$ cat src/rtl/mdio_cmd_pkg.sv
package mdio_cmd_pkg;
  localparam int FRAME_BITS  = 64;
  localparam int PRE_BITS    = 32;
  localparam int TA_IDX      = 46;
  localparam int DATA_IDX    = 48;
  localparam int DATA_W      = 16;
  localparam int ADDR_W      = 5;
  localparam int IDX_W       = $clog2(FRAME_BITS);
  localparam int CMD_GO_BIT  = 20;
  localparam int CMD_RD_BIT  = 17;
  localparam int CMD_WR_BIT  = 16;
  localparam int CMD_PHY_LSB = 8;
  localparam int CMD_REG_LSB = 0;

  typedef enum logic [1:0] {
    SEL_CMD  = 2'd0,
    SEL_DATA = 2'd1,
    SEL_STAT = 2'd2,
    SEL_NONE = 2'd3
  } reg_sel_e;
endpackage

$ cat src/rtl/mdio_mdc_gen.sv
module mdio_mdc_gen #(
  parameter int DIV_HALF = 4
) (
  input  logic clk_i,
  input  logic rst_ni,
  input  logic run_i,
  output logic mdc_o,
  output logic rise_o,
  output logic fall_o
);
  localparam int CW = (DIV_HALF > 1) ? $clog2(DIV_HALF) : 1;

  logic [CW-1:0] cnt_q;
  logic          mdc_q;
  logic          tick;

  assign tick   = run_i && (cnt_q == CW'(DIV_HALF - 1));
  assign rise_o = tick && !mdc_q;
  assign fall_o = tick && mdc_q;
  assign mdc_o  = mdc_q;

  always_ff @(posedge clk_i or negedge rst_ni) begin
    if (!rst_ni) begin
      cnt_q <= '0;
      mdc_q <= 1'b0;
    end else if (!run_i) begin
      cnt_q <= '0;
      mdc_q <= 1'b0;
    end else if (tick) begin
      cnt_q <= '0;
      mdc_q <= ~mdc_q;
    end else begin
      cnt_q <= cnt_q + 1'b1;
    end
  end
endmodule

$ cat src/rtl/mdio_frame_eng.sv
module mdio_frame_eng
  import mdio_cmd_pkg::*;
(
  input  logic              clk_i,
  input  logic              rst_ni,
  input  logic              start_i,
  input  logic              rd_i,
  input  logic [ADDR_W-1:0] phy_i,
  input  logic [ADDR_W-1:0] reg_i,
  input  logic [DATA_W-1:0] wdata_i,
  input  logic              rise_i,
  input  logic              fall_i,
  input  logic              mdio_i,
  output logic              active_o,
  output logic [IDX_W-1:0]  idx_o,
  output logic              mdio_o,
  output logic              mdio_oe_o,
  output logic              done_o,
  output logic [DATA_W-1:0] rdata_o,
  output logic              ta_bad_o
);
  logic                  active_q, rd_q, ta_bad_q, last;
  logic [IDX_W-1:0]      idx_q;
  logic [FRAME_BITS-1:0] sh_q, frame_d;
  logic [DATA_W-1:0]     rsh_q;

  always_comb begin
    frame_d = {{PRE_BITS{1'b1}}, 2'b01,
               rd_i ? 2'b10 : 2'b01,
               phy_i, reg_i,
               rd_i ? 2'b11 : 2'b10,
               rd_i ? {DATA_W{1'b1}} : wdata_i};
  end

  assign last      = idx_q == IDX_W'(FRAME_BITS - 1);
  assign done_o    = active_q && fall_i && last;
  assign mdio_oe_o = active_q && !(rd_q && (idx_q >= IDX_W'(TA_IDX)));
  assign mdio_o    = mdio_oe_o ? sh_q[FRAME_BITS-1] : 1'b0;
  assign active_o  = active_q;
  assign idx_o     = idx_q;
  assign rdata_o   = rsh_q;
  assign ta_bad_o  = ta_bad_q;

  always_ff @(posedge clk_i or negedge rst_ni) begin
    if (!rst_ni) begin
      active_q <= 1'b0;
      rd_q     <= 1'b0;
      idx_q    <= '0;
      sh_q     <= '0;
      rsh_q    <= '0;
      ta_bad_q <= 1'b0;
    end else if (start_i) begin
      active_q <= 1'b1;
      rd_q     <= rd_i;
      idx_q    <= '0;
      sh_q     <= frame_d;
      ta_bad_q <= 1'b0;
    end else if (active_q) begin
      if (fall_i) begin
        if (last) active_q <= 1'b0;
        else      idx_q    <= idx_q + 1'b1;
        sh_q <= {sh_q[FRAME_BITS-2:0], 1'b0};
      end
      if (rise_i && rd_q) begin
        // second turnaround bit must be pulled low by the PHY
        if (idx_q == IDX_W'(TA_IDX + 1)) ta_bad_q <= mdio_i;
        if (idx_q >= IDX_W'(DATA_IDX))   rsh_q    <= {rsh_q[DATA_W-2:0], mdio_i};
      end
    end
  end
endmodule

$ cat src/rtl/mdio_cmd_regs.sv
module mdio_cmd_regs
  import mdio_cmd_pkg::*;
(
  input  logic              clk_i,
  input  logic              rst_ni,
  input  logic              we_i,
  input  logic [1:0]        sel_i,
  input  logic [31:0]       wdata_i,
  output logic [31:0]       rdata_o,
  input  logic              busy_i,
  input  logic              done_i,
  input  logic [DATA_W-1:0] rd_result_i,
  input  logic              ta_bad_i,
  output logic              start_o,
  output logic              op_rd_o,
  output logic [ADDR_W-1:0] phy_o,
  output logic [ADDR_W-1:0] reg_o,
  output logic [DATA_W-1:0] wr_data_o,
  output logic              inv_o
);
  logic              op_rd_q, op_wr_q, inv_q;
  logic [ADDR_W-1:0] phy_q, reg_q;
  logic [DATA_W-1:0] wr_data_q, rd_data_q;
  reg_sel_e          sel;

  assign sel     = reg_sel_e'(sel_i);
  assign start_o = we_i && (sel == SEL_CMD) && wdata_i[CMD_GO_BIT] && !busy_i &&
                   (wdata_i[CMD_RD_BIT] ^ wdata_i[CMD_WR_BIT]);

  always_ff @(posedge clk_i or negedge rst_ni) begin
    if (!rst_ni) begin
      op_rd_q   <= 1'b0;
      op_wr_q   <= 1'b0;
      phy_q     <= '0;
      reg_q     <= '0;
      wr_data_q <= '0;
      rd_data_q <= '0;
      inv_q     <= 1'b0;
    end else begin
      if (start_o) begin
        op_rd_q <= wdata_i[CMD_RD_BIT];
        op_wr_q <= wdata_i[CMD_WR_BIT];
        phy_q   <= wdata_i[CMD_PHY_LSB +: ADDR_W];
        reg_q   <= wdata_i[CMD_REG_LSB +: ADDR_W];
      end
      if (we_i && sel == SEL_DATA) wr_data_q <= wdata_i[DATA_W-1:0];
      if (done_i && op_rd_q) begin
        rd_data_q <= rd_result_i;
        inv_q     <= ta_bad_i;
      end
    end
  end

  always_comb begin
    rdata_o = '0;
    unique case (sel)
      SEL_CMD: begin
        rdata_o[CMD_GO_BIT]                 = busy_i;
        rdata_o[CMD_RD_BIT]                 = op_rd_q;
        rdata_o[CMD_WR_BIT]                 = op_wr_q;
        rdata_o[CMD_PHY_LSB +: ADDR_W]      = phy_q;
        rdata_o[CMD_REG_LSB +: ADDR_W]      = reg_q;
      end
      SEL_DATA: rdata_o = {rd_data_q, wr_data_q};
      SEL_STAT: rdata_o[0] = inv_q;
      SEL_NONE: rdata_o = '0;
    endcase
  end

  assign op_rd_o   = op_rd_q;
  assign phy_o     = phy_q;
  assign reg_o     = reg_q;
  assign wr_data_o = wr_data_q;
  assign inv_o     = inv_q;
endmodule

$ cat src/rtl/mdio_cmd_ctrl.sv
module mdio_cmd_ctrl
  import mdio_cmd_pkg::*;
#(
  parameter int DIV_HALF = 4
) (
  input  logic        clk_i,
  input  logic        rst_ni,
  input  logic        reg_we_i,
  input  logic [1:0]  reg_sel_i,
  input  logic [31:0] reg_wdata_i,
  output logic [31:0] reg_rdata_o,
  output logic        mdc_o,
  output logic        mdio_o,
  output logic        mdio_oe_o,
  input  logic        mdio_i
);
  logic              busy, start, done, rise, fall, ta_bad;
  logic              cmd_rd, rd_invalid;
  logic [ADDR_W-1:0] cmd_phy, cmd_reg;
  logic [DATA_W-1:0] wr_data, rd_result;
  logic [IDX_W-1:0]  bit_idx;

  mdio_cmd_regs u_regs (
    .clk_i       (clk_i),
    .rst_ni      (rst_ni),
    .we_i        (reg_we_i),
    .sel_i       (reg_sel_i),
    .wdata_i     (reg_wdata_i),
    .rdata_o     (reg_rdata_o),
    .busy_i      (busy),
    .done_i      (done),
    .rd_result_i (rd_result),
    .ta_bad_i    (ta_bad),
    .start_o     (start),
    .op_rd_o     (cmd_rd),
    .phy_o       (cmd_phy),
    .reg_o       (cmd_reg),
    .wr_data_o   (wr_data),
    .inv_o       (rd_invalid)
  );

  mdio_mdc_gen #(.DIV_HALF(DIV_HALF)) u_mdc (
    .clk_i  (clk_i),
    .rst_ni (rst_ni),
    .run_i  (busy),
    .mdc_o  (mdc_o),
    .rise_o (rise),
    .fall_o (fall)
  );

  mdio_frame_eng u_eng (
    .clk_i     (clk_i),
    .rst_ni    (rst_ni),
    .start_i   (start),
    .rd_i      (reg_wdata_i[CMD_RD_BIT]),
    .phy_i     (reg_wdata_i[CMD_PHY_LSB +: ADDR_W]),
    .reg_i     (reg_wdata_i[CMD_REG_LSB +: ADDR_W]),
    .wdata_i   (wr_data),
    .rise_i    (rise),
    .fall_i    (fall),
    .mdio_i    (mdio_i),
    .active_o  (busy),
    .idx_o     (bit_idx),
    .mdio_o    (mdio_o),
    .mdio_oe_o (mdio_oe_o),
    .done_o    (done),
    .rdata_o   (rd_result),
    .ta_bad_o  (ta_bad)
  );
endmodule

$ cat config.mk
export PLATFORM = sky130hd
export DESIGN_NAME = mdio_cmd_ctrl
export DESIGN_NICKNAME = d
export VERILOG_FILES = /design/src/rtl/mdio_cmd_pkg.sv /design/src/rtl/mdio_mdc_gen.sv /design/src/rtl/mdio_frame_eng.sv /design/src/rtl/mdio_cmd_regs.sv /design/src/rtl/mdio_cmd_ctrl.sv
export SDC_FILE = /design/constraint.sdc
export NUM_CORES = 1
export LEC_CHECK = 0
export CORE_MARGIN = 2
export CORE_UTILIZATION = 50
export DETAILED_ROUTE_END_ITERATION = 8
export GPL_ROUTABILITY_DRIVEN = 0
export HOLD_SLACK_MARGIN = 0.05
export PLACE_DENSITY_LB_ADDON = 0.08
export RECOVER_POWER = 25
export SETUP_SLACK_MARGIN = 0.15
export SLEW_MARGIN = 25
export SYNTH_ARGS = -nofsm -noshare
export SYNTH_HDL_FRONTEND = slang
export SYNTH_SLANG_ARGS = --single-unit
$ cat constraint.sdc
create_clock -name clk_i -period 4.43 [get_ports clk_i]
set_input_delay 1.329 -clock clk_i [delete_from_list [all_inputs] [get_ports clk_i]]
set_output_delay 1.329 -clock clk_i [all_outputs]
set_load 0.1 [all_outputs]
==> results of run 1 <==
## worst reg2reg max path, stage by stage (launching register included)
cell and delay [ns]:
dfrtp_1 0.71, nand3_4 0.57, nor3_4 0.64, buf_8 0.23, mux2_2 0.36
## metal layers
layer	share of wire, %	global-route usage [%]	wire (um)
met5	0	0	0
met4	1.0	6.59	126
met3	3.9	6.01	491
met2	50	33.0	6260
met1	45	27.3	5570
## Yosys cell counts, drive strengths merged (2+ instances only)
master,n
o221ai,2
dfrtp,136
nor3b,3
a211oi,2
and3,6
nor3,4
nand3,39
a21o,2
a31oi,3
or2,2
clkbuf,10
ha,3
a22o,2
mux2,79
mux2i,43
inv,4
and2,23
o211ai,2
nor2,27
nor2b,2
buf,28
xor2,2
nand4,2
nand2,81
o211a,2
a21oi,6
a22oi,2
## cell type report
| cell class | instances | area [um^2] |
|---|---|---|
| fill | 959 | 4180 |
| sequential | 136 | 3400 |
| multi-input combinational | 355 | 2650 |
| timing repair buffer | 72 | 1020 |
| clock buffer | 23 | 468 |
| tap | 168 | 210 |
| clock inverter | 9 | 170 |
| inverter | 4 | 15.0 |
## state kept, by name (all words and copies together) (netlist names), 2 cells and up
| register | cells |
|---|---|
| u_regs.wr_data_o | 16 |
| u_eng.idx_o | 6 |
| u_regs.rd_data_q | 16 |
| u_regs.reg_o | 5 |
| u_mdc.cnt_q | 2 |
| u_eng.sh_q | 64 |
| u_eng.rdata_o | 16 |
| u_regs.phy_o | 5 |
## kinds of logic after synthesis
| group | count (synthesis) | synth area share (%) |
|---|---|---|
| adders and majority gates | 3 | 0.598 |
| and+or+nand+nor | 194 | 15.2 |
| DFF | 136 | 54.2 |
| xor gates and xnor gates | 2 | 0.279 |
| buffers and inverters | 42 | 4.04 |
| muxes | 122 | 21.6 |
| AOI/OAI and AO/OA | 34 | 4.06 |
## placed cells by master (no fill, tap or decap), types with 3 or more instances in the layout
cell and n:
mux2i_1 43, a31oi_1 3, mux2_2 69, dfrtp_1 136, nand3_1 36, inv_1 4, and3_1 5, nor2_1 17
buf_4 13, and2_1 22, nand2_1 81, clkinv_2 4, nor2_2 10, a21oi_1 6, clkbuf_16 17, ha_1 3
nor3b_1 3, clkbuf_1 4, buf_12 33, bufinv_16 5, clkdlybuf4s50_1 24, mux2_4 10
## per-stage QoR
step | utilization, % | hold WS, ns | setup slack (ns)
2_1_floorplan | - | 0.414 | 0.146
3_3_place_gp | 60.2 | 0.424 | 0.348
3_5_place_dp | 60.2 | 0.435 | 0.261
4_1_cts | 65.4 | 0.442 | 0.249
5_1_grt | 65.5 | 0.463 | 0.176
6_report | 65.5 | 0.443 | 0.272
## worst min path at each step
stage                   start        endpoint  slack [ns]  cells past startpoint
2_1_floorplan  u_mdc.cnt_q[0]  u_mdc.cnt_q[0]        0.41                      1
3_3_place_gp   u_mdc.cnt_q[0]  u_mdc.cnt_q[0]        0.42                      1
3_5_place_dp   u_mdc.cnt_q[0]  u_mdc.cnt_q[0]        0.43                      1
4_1_cts        u_mdc.cnt_q[0]  u_mdc.cnt_q[0]        0.44                      1
5_1_grt        u_mdc.cnt_q[0]  u_mdc.cnt_q[0]        0.46                      1
6_report       u_mdc.cnt_q[0]  u_mdc.cnt_q[0]        0.44                      1
## report_power, final
part           internal, mW  switching, mW
clock network          1.02          0.499
registers              1.63          0.273
logic                 0.561          0.723
==> results.md, run 1 <==
* Number of flops mapped to enable cells by yosys at 0
* Power Dens Cells at between 500 and 600 mW/mm^2
* RSZ-0062 raised after global routing: no
* Flop-to-flop setup slack at 1.80 ns
* Slowest-stage cell, CP: clkdlybuf4s50_1
* Fin Setup TNS at 0 ns
* First-pass GRT wire length at roughly 21 mm
* Status: finished with violations
* Syn Area/Cell at between 10 and 15 um^2
* Final Non-Filler Cells at about 770
* Reg2Reg Launch Point: u_eng.active_o
* Die ar. at 0.0135 mm^2
* Area leader, netlist: dfrtp_1
* Synth top area share at a little over half
* CTS Sinks at between 100 and 150
* Top cells by area, synth: dfrtp_1 54%, mux2_2 12%, mux2i_1 6.9%, nand2_1 4.8%, nand3_1 2.9%
* Failing checks: capacitance limit, slew limit
* Max Cap Viol at 1
* Layout Nets at about 630
* Setup Crit Path Kind: in2out
* Register area share after synthesis at between 50% and 60%
* Placed Cells at roughly 730
* Critical Path Source Type: primary input
* CP delay by family, top: buffers and inverters
* Slew headroom at -42.5%
* Max Root-Sink Buffers at 2
* End of the critical path: reg_rdata_o[29]
* DR WL/cell at between 15 and 20 um
* PortBufs at 59
* DIE HEIGHT at 116 um
* Initial core utilization at approximately half
* YS warnings at 0
* Worst r2r dst: u_regs.rd_data_q[0]
* CTS tree: built
* ANT nets after route at 0
* Peak supply drop at around 0.30 mV
* Worst setup EP type: output port
* Highest clock rate at ~240 MHz
* Hold Path Class: reg2reg
* Vias per inst at around 5.4
* Synth cell types at 51
* Vias in the first global route at about 4.2k
* Ratio of cells with drive above 1 in the final layout at between 20% and 30%
* Crit-path max FO at 18
* Die width at roughly 120 um
* DP Wirelength at ~7.8 mm
* Post-Syn Instances at 533
* Async S/R FF share, synth at 100%
* Initial antenna violation count at 0
* Area Overhead vs Synth at 26.3%
* Critical Path RT at a little over 3 ns
* Min Tclk post-route at 4.16 ns
* Clk pin slew, worst setup/hold paths at ~0.060 ns
* DRT iter0 DRCs at between 300 and 400
* Antenna cell count at 0
* Fin. Hold Viols at 0
* Gr usage total at 20.6%
* Syn_nets at approximately 570
* Post-CTS sizing at 0
* Core area at about 0.012 mm^2
* Drt drc at 0
* Hold_buf cts at 0
* Final Cycle Share at 93.9%
* Worst-Skew Late Latency at a little over 0.4 ns
* Endpoints failing setup at 0
* Worst Tran Pin Value at between 2 and 2.5 ns
* Via count at slightly above 4k
* H-tree Lvls at 4
* Mapped Area at about 0.0063 mm^2
* Num CTS Buffers at 17
* Critical Path Source: reg_sel_i[0]
* Static Leak at about 3.7 nW
* Root Buffer: clkbuf_16
* Routed wire length at ~12 mm
* Critical path buffer and inverter count at 3
* DRT Pass-1 Iters at 4
* Fin Clk Skew at around 0.0074 ns
* Largest stage delay on the critical path at ~0.61 ns
* Post-Layout Inst Area at around 0.008 mm^2
* Post-synthesis register bit count at roughly 140
* Crit path DAT at ~2.8 ns
* Reg2reg path depth at 4
* Max-slew violations at 84
* Final Power at 4.71 mW
* Placed cell areas at 0.00729 mm^2
* Setup bufs post-CTS at 0
* Io pins at 73
* Overflow after GRT at 0
* Row Count at 40
* Crit path depth at 5
* Crit-path cells: clkdlybuf4s50_1, nor2b_1, buf_4, and2_1, buf_12
* Prevailing post-synth register cell: dfrtp_1
* Largest net degree at the start of global routing at 85
(Power assumes the default switching activity.)
==> run 2, diff against run 1 <==
--- a/config.mk
+++ b/config.mk
@@ -8,6 +8,7 @@
 export CORE_MARGIN = 2
 export CORE_UTILIZATION = 50
 export DETAILED_ROUTE_END_ITERATION = 8
+export DONT_BUFFER_PORTS = 1
 export GPL_ROUTABILITY_DRIVEN = 0
 export HOLD_SLACK_MARGIN = 0.05
 export PLACE_DENSITY_LB_ADDON = 0.08
==> results.md, run 2 (synthesized netlist as in run 1, its figures left out) <==
* Fin Setup TNS at 0 ns
* PortBufs at 0
* Crit-path cells: inv_1, ha_1, or2_2, a31oi_1, o211a_1
* Worst Tran Pin Value at about 1.1 ns
* Reg with most FFs: u_eng.sh_q
* Reg power frac at between 40 and 50%
* Initial core utilization at between 50% and 60%
* Crit-path max FO at 5
* Peak supply drop at around 0.38 mV
* Status: completed
* Crit path DAT at around 2.4 ns
* Max-slew violations at 0
* Vias in the first global route at approximately 4.0k
* Clk pin slew, worst setup/hold paths at approximately 0.050 ns
* DR WL/cell at ~16 um
* Hold Path Origin: u_mdc.cnt_q[0]
* Setup bufs post-CTS at 0
* Post-CTS sizing at 0
* Ratio of cells with drive above 1 in the final layout at ~30%
* Hold_buf cts at 0
* Number of flip-flops under the largest register name at 64
* Worst setup EP type: output port
* Worst Hold Depth at 1
* DRT iter0 DRCs at roughly 240
* Io pins at 73
* Fin. Hold Viols at 0
* Area Overhead vs Synth at 17.1%
* DIE HEIGHT at about 120 um
* Static Leak at about 3.5 nW
* Die ar. at ~0.013 mm^2
* Worst-Skew Late Latency at 0.41 ns
* Reg2Reg Launch Point: u_mdc.mdc_o
* Layout Nets at 595
* Sw power at roughly 1.4 mW
* Slowest-stage cell, CP: o211a_1
* Fin Clk Skew at 0.00530 ns
* Post-route setup slack at between 0.7 and 0.8 ns
* Critical Path Source Type: flop
* H-tree Lvls at 4
* Power Dens Cells at a little under 600 mW/mm^2
* First-pass GRT wire length at ~20 mm
* Fin Hold WS at 0.445 ns
* CTS tree: built
* Drt drc at 0
* Net Sw Frac at around a third
* Num CTS Buffers at 17
* RSZ-0062 raised after global routing: no
* CTS Sinks at ~140
* Reg2reg path depth at 4
* Max Root-Sink Buffers at 2
* Post-Layout Inst Area at approximately 0.0074 mm^2
* Fin util at 60.7%
* Endpoints failing setup at 0
* DP Wirelength at 7.34 mm
* Logic pwr share at 26.3%
* Hold Path Class: reg2reg
* Core area at between 0.01 and 0.015 mm^2
* Final Cycle Share at 83.7%
* Critical Path RT at between 3 and 4 ns
* Slew headroom at a little under 30%
* Highest clock rate at ~270 MHz
* Placed cell areas at between 0.006 and 0.007 mm^2
* Vias per inst at ~5.4
* Min Tclk post-route at 3.71 ns
* Initial antenna violation count at 0
* Leading cell type in the layout, fill and taps excluded: dfrtp_1
* Commonest non-fill, non-tap cells in the layout: 136 x dfrtp_1, 81 x nand2_1, 69 x mux2_2
* Critical Path Source: u_eng.idx_o[0]
* Largest net degree at the start of global routing at between 100 and 150
* Routed wire length at ~12 mm
* Largest stage delay on the critical path at ~0.75 ns
* DRT Pass-1 Iters at 5
* Overflow after GRT at 0
* ANT nets after route at 0
* Setup Crit Path Kind: reg2out
* Max Cap Viol at 0
* Die width at ~120 um
* Gr usage total at about a fifth
* Cell-internal power at approximately 2.9 mW
* Antenna cell count at 0
* Clock share of power at a little under 30%
* Placement Setup Slack at 0.992 ns
* Row Count at 40
* Root Buffer: clkbuf_16
* Via count at around 4k
## run 2: cell type report
type | count | area [um^2]
clock buffers | 27 | 513
clock inverters | 3 | 15.0
fillers | 1011 | 4760
inverters | 4 | 15.0
multi-input cells | 355 | 2660
flip-flops and latches | 136 | 3400
well taps | 168 | 210
repair buffers | 40 | 538
## run 2: metrics by stage
step                      cells  total power [mW]
final                       733              4.32
after global routing        733              4.59
after CTS                   733              4.36
after detailed placement    703              3.09
after global placement      703              3.03
after floorplan             533              2.88
## run 2: final timing paths
check | slack, ns | end
min reg2reg | 0.45 | u_mdc.cnt_q[0]
min | 0.45 | u_mdc.cnt_q[0]
max in group asynchronous | 3.55 | u_regs.rd_data_q[2]
max reg2reg | 1.63 | u_eng.sh_q[28]
min in group asynchronous | 0.61 | u_eng.sh_q[37]
max | 0.72 | mdio_o
## run 2: critical path: cells and delay by family, from the launching register on
| kind | cells | cell delay [ns] |
|---|---|---|
| AOI/OAI and AO/OA | 2 | 0.99 |
| DFF | 1 | 0.41 |
| and+or+nand+nor | 1 | 0.28 |
| adders and majority gates | 1 | 0.20 |
| buffers and inverters | 1 | 0.09 |
## run 2: power by group through the flow
stage	Combinational (mW)	Clock [mW]	Sequential, mW
final	1.13	1.26	1.93
after global routing	1.26	1.35	1.98
after CTS	1.15	1.29	1.93
after detailed placement	1.14	0	1.94
after global placement	1.10	0	1.92
after floorplan	1.04	0	1.84
## run 2: metal layers
layer | global-route usage [%] | wire [um] | vias to the layer above
met3 | 7.95 | 641 | 12
met1 | 24.5 | 5290 | 2006
met4 | 6.27 | 170 | 0
li1 | - | - | 1890
met5 | 0 | 0 | -
met2 | 31.3 | 5790 | 85
==> run 3, diff against run 2 <==
==> constraint.sdc (replaced) <==
create_clock -name clk_i -period 3.7 [get_ports clk_i]
set_input_delay 1.11 -clock clk_i [delete_from_list [all_inputs] [get_ports clk_i]]
set_output_delay 1.11 -clock clk_i [all_outputs]
set_load 0.1 [all_outputs]
==> results.md, run 3 (synthesized netlist as in run 1, its figures left out) <==
* Max-slew violations at 0
* Static Leak at ~3.5 nW
* Net Sw Frac at roughly a third
* Vias per inst at ~5.5
* Die width at between 100 and 150 um
* Fin Clk Skew at around 0.0076 ns
* Peak supply drop at 0.498 mV
* DRT iter0 DRCs at around 390
* Layout Nets at 596
* Flop-to-flop setup slack at roughly 1.3 ns
* Final Power at ~5.3 mW
* Drt drc at 0
* Placement Setup Slack at 0.620 ns
* H-tree Lvls at 4
* Post-route setup slack at 0.526 ns
* Status: completed
* Hold Path Class: in2async
* Fin. Hold Viols at 0
* Worst r2r dst: u_eng.idx_o[5]
* Critical path buffer and inverter count at 2
* Cell-internal power at 3.60 mW
* Fin util at between 60% and 70%
* Commonest non-fill, non-tap cells in the layout: 136 x dfrtp_1, 81 x nand2_1, 69 x mux2_2
* Crit-path cells: inv_1, ha_1, or2_2, a31oi_1, o211a_1, buf_4
* Max Cap Viol at 0
* CTS tree: built
* Row Count at 40
* Endpoints failing setup at 0
* Max Root-Sink Buffers at 2
* Uppermost layer routed: met4
* Slew headroom at about half
* Placed Cells at around 700
* Setup Crit Path Kind: reg2out
* Reg with most FFs: u_eng.sh_q
* Gr usage total at 19.6%
* Io pins at 73
* Reg2reg path depth at 4
* Num CTS Buffers at 17
* Area Overhead vs Synth at 18.3%
* PortBufs at 0
* CTS Sinks at approximately 140
* Reg2Reg Launch Point: u_eng.active_o
* RSZ-0062 raised after global routing: no
* Met1 Wirelength at around 5.1 mm
* DIE HEIGHT at 116 um
* Hold_buf cts at 0
* Antenna cell count at 0
* Ratio of cells with drive above 1 in the final layout at between 30% and 40%
* Placed cell areas at roughly 0.0068 mm^2
* ANT nets after route at 0
* CP delay by family, top: compound AO/OA/AOI/OAI gates
* DRT Pass-1 Iters at 4
* Crit-path max FO at 5
* Core area at 0.0121 mm^2
* Area of the multi-input gates at 0.00267 mm^2
* Crit path depth at 6
* Post-CTS sizing at 0
* Reg area at between 0.003 and 0.004 mm^2
* Logic pwr share at a little over a quarter
* Final Cycle Share at 85.8%
* Critical Path Source Type: flop
* Fin Hold WS at a little under 0.4 ns
* Root Buffer: clkbuf_16
* Reg power frac at a little over two fifths
* Overflow after GRT at 0
* Met2 wire length at roughly 5.8 mm
* Largest stage delay on the critical path at about 0.41 ns
* Largest net degree at the start of global routing at between 100 and 150
* Worst-Skew Late Latency at 0.42 ns
* DR WL/cell at around 16 um
* Initial antenna violation count at 0
* Slowest-stage cell, CP: dfrtp_1
* Min Tclk post-route at roughly 3.2 ns
* Setup bufs post-CTS at 0
* Critical Path RT at around 2.6 ns
* Post-Layout Inst Area at around 0.0074 mm^2
* Routed wire length at approximately 12 mm
* Vias in the first global route at roughly 4.1k
* Worst Tran Pin Value at roughly 0.76 ns
* Number of flip-flops under the largest register name at between 60 and 70
* Fin Setup TNS at 0 ns
* First-pass GRT wire length at 20.4 mm
* Clk pin slew, worst setup/hold paths at around 0.050 ns
* Die ar. at about 0.013 mm^2
* Crit path DAT at 2.06 ns
* Worst setup EP type: output port
* Power Dens Cells at roughly 720 mW/mm^2
* Leading cell type in the layout, fill and taps excluded: dfrtp_1
* Fill cell count at 996
* Via count at approximately 4k
* Sw power at about 1.7 mW
* Initial core utilization at between 50% and 60%
* Final Non-Filler Cells at approximately 740
* Highest clock rate at roughly 320 MHz
* DP Wirelength at just over 7 mm
* Met3 WL at 600 um
* Clock share of power at a little under a third
run 3: cell types whose count changed in the layout (fill, tap and decap cells not counted):
cell	change
clkinvlp_4	+1
and2_1	-10
bufinv_16	+2
buf_4	+1
clkinv_2	+3
clkbuf_8	-1
and2_2	+10
clkbuf_1	-4
run 3: worst reg2reg max path, delay by kind of cell, from the launching register on:
kind | cells | cell delay (ns)
flip-flops | 1 | 0.70
buffers and inverters | 1 | 0.45
AO/OA/AOI/OAI | 2 | 0.45
AND/OR/NAND/NOR | 1 | 0.71
run 3: worst max path at each step:
stage          slack, ns              end      startpoint
2_1_floorplan      -0.15   reg_rdata_o[0]    reg_sel_i[0]
3_3_place_gp        0.66  reg_rdata_o[14]    reg_sel_i[0]
3_5_place_dp        0.62  reg_rdata_o[31]    reg_sel_i[0]
4_1_cts             0.50           mdio_o  u_eng.idx_o[0]
5_1_grt             0.41           mdio_o  u_eng.idx_o[0]
6_report            0.53           mdio_o  u_eng.idx_o[0]
run 3: final cells by class:
type,count,share of cell area (%)
clock inverters,9,1.31
multi-input cells,355,36.0
repair buffers,41,7.35
inverters,4,0.202
well taps,168,2.83
clock buffers,22,6.52
flip-flops and latches,136,45.8
run 3: power groups by stage:
stage | Sequential (mW) | Clock [mW] | Combinational, mW
CTS | 2.27 | 1.68 | 1.43
global placement | 2.27 | 0 | 1.37
finish | 2.26 | 1.64 | 1.41
floorplan | 2.20 | 0 | 1.24
detailed placement | 2.29 | 0 | 1.42
global route | 2.33 | 1.76 | 1.55
run 3: routing by layer:
layer | track usage [%] | vias up
li1 | - | 1888
met1 | 25.0 | 2035
met2 | 31.7 | 74
met3 | 6.12 | 21
met4 | 7.38 | 0
met5 | 0 | -
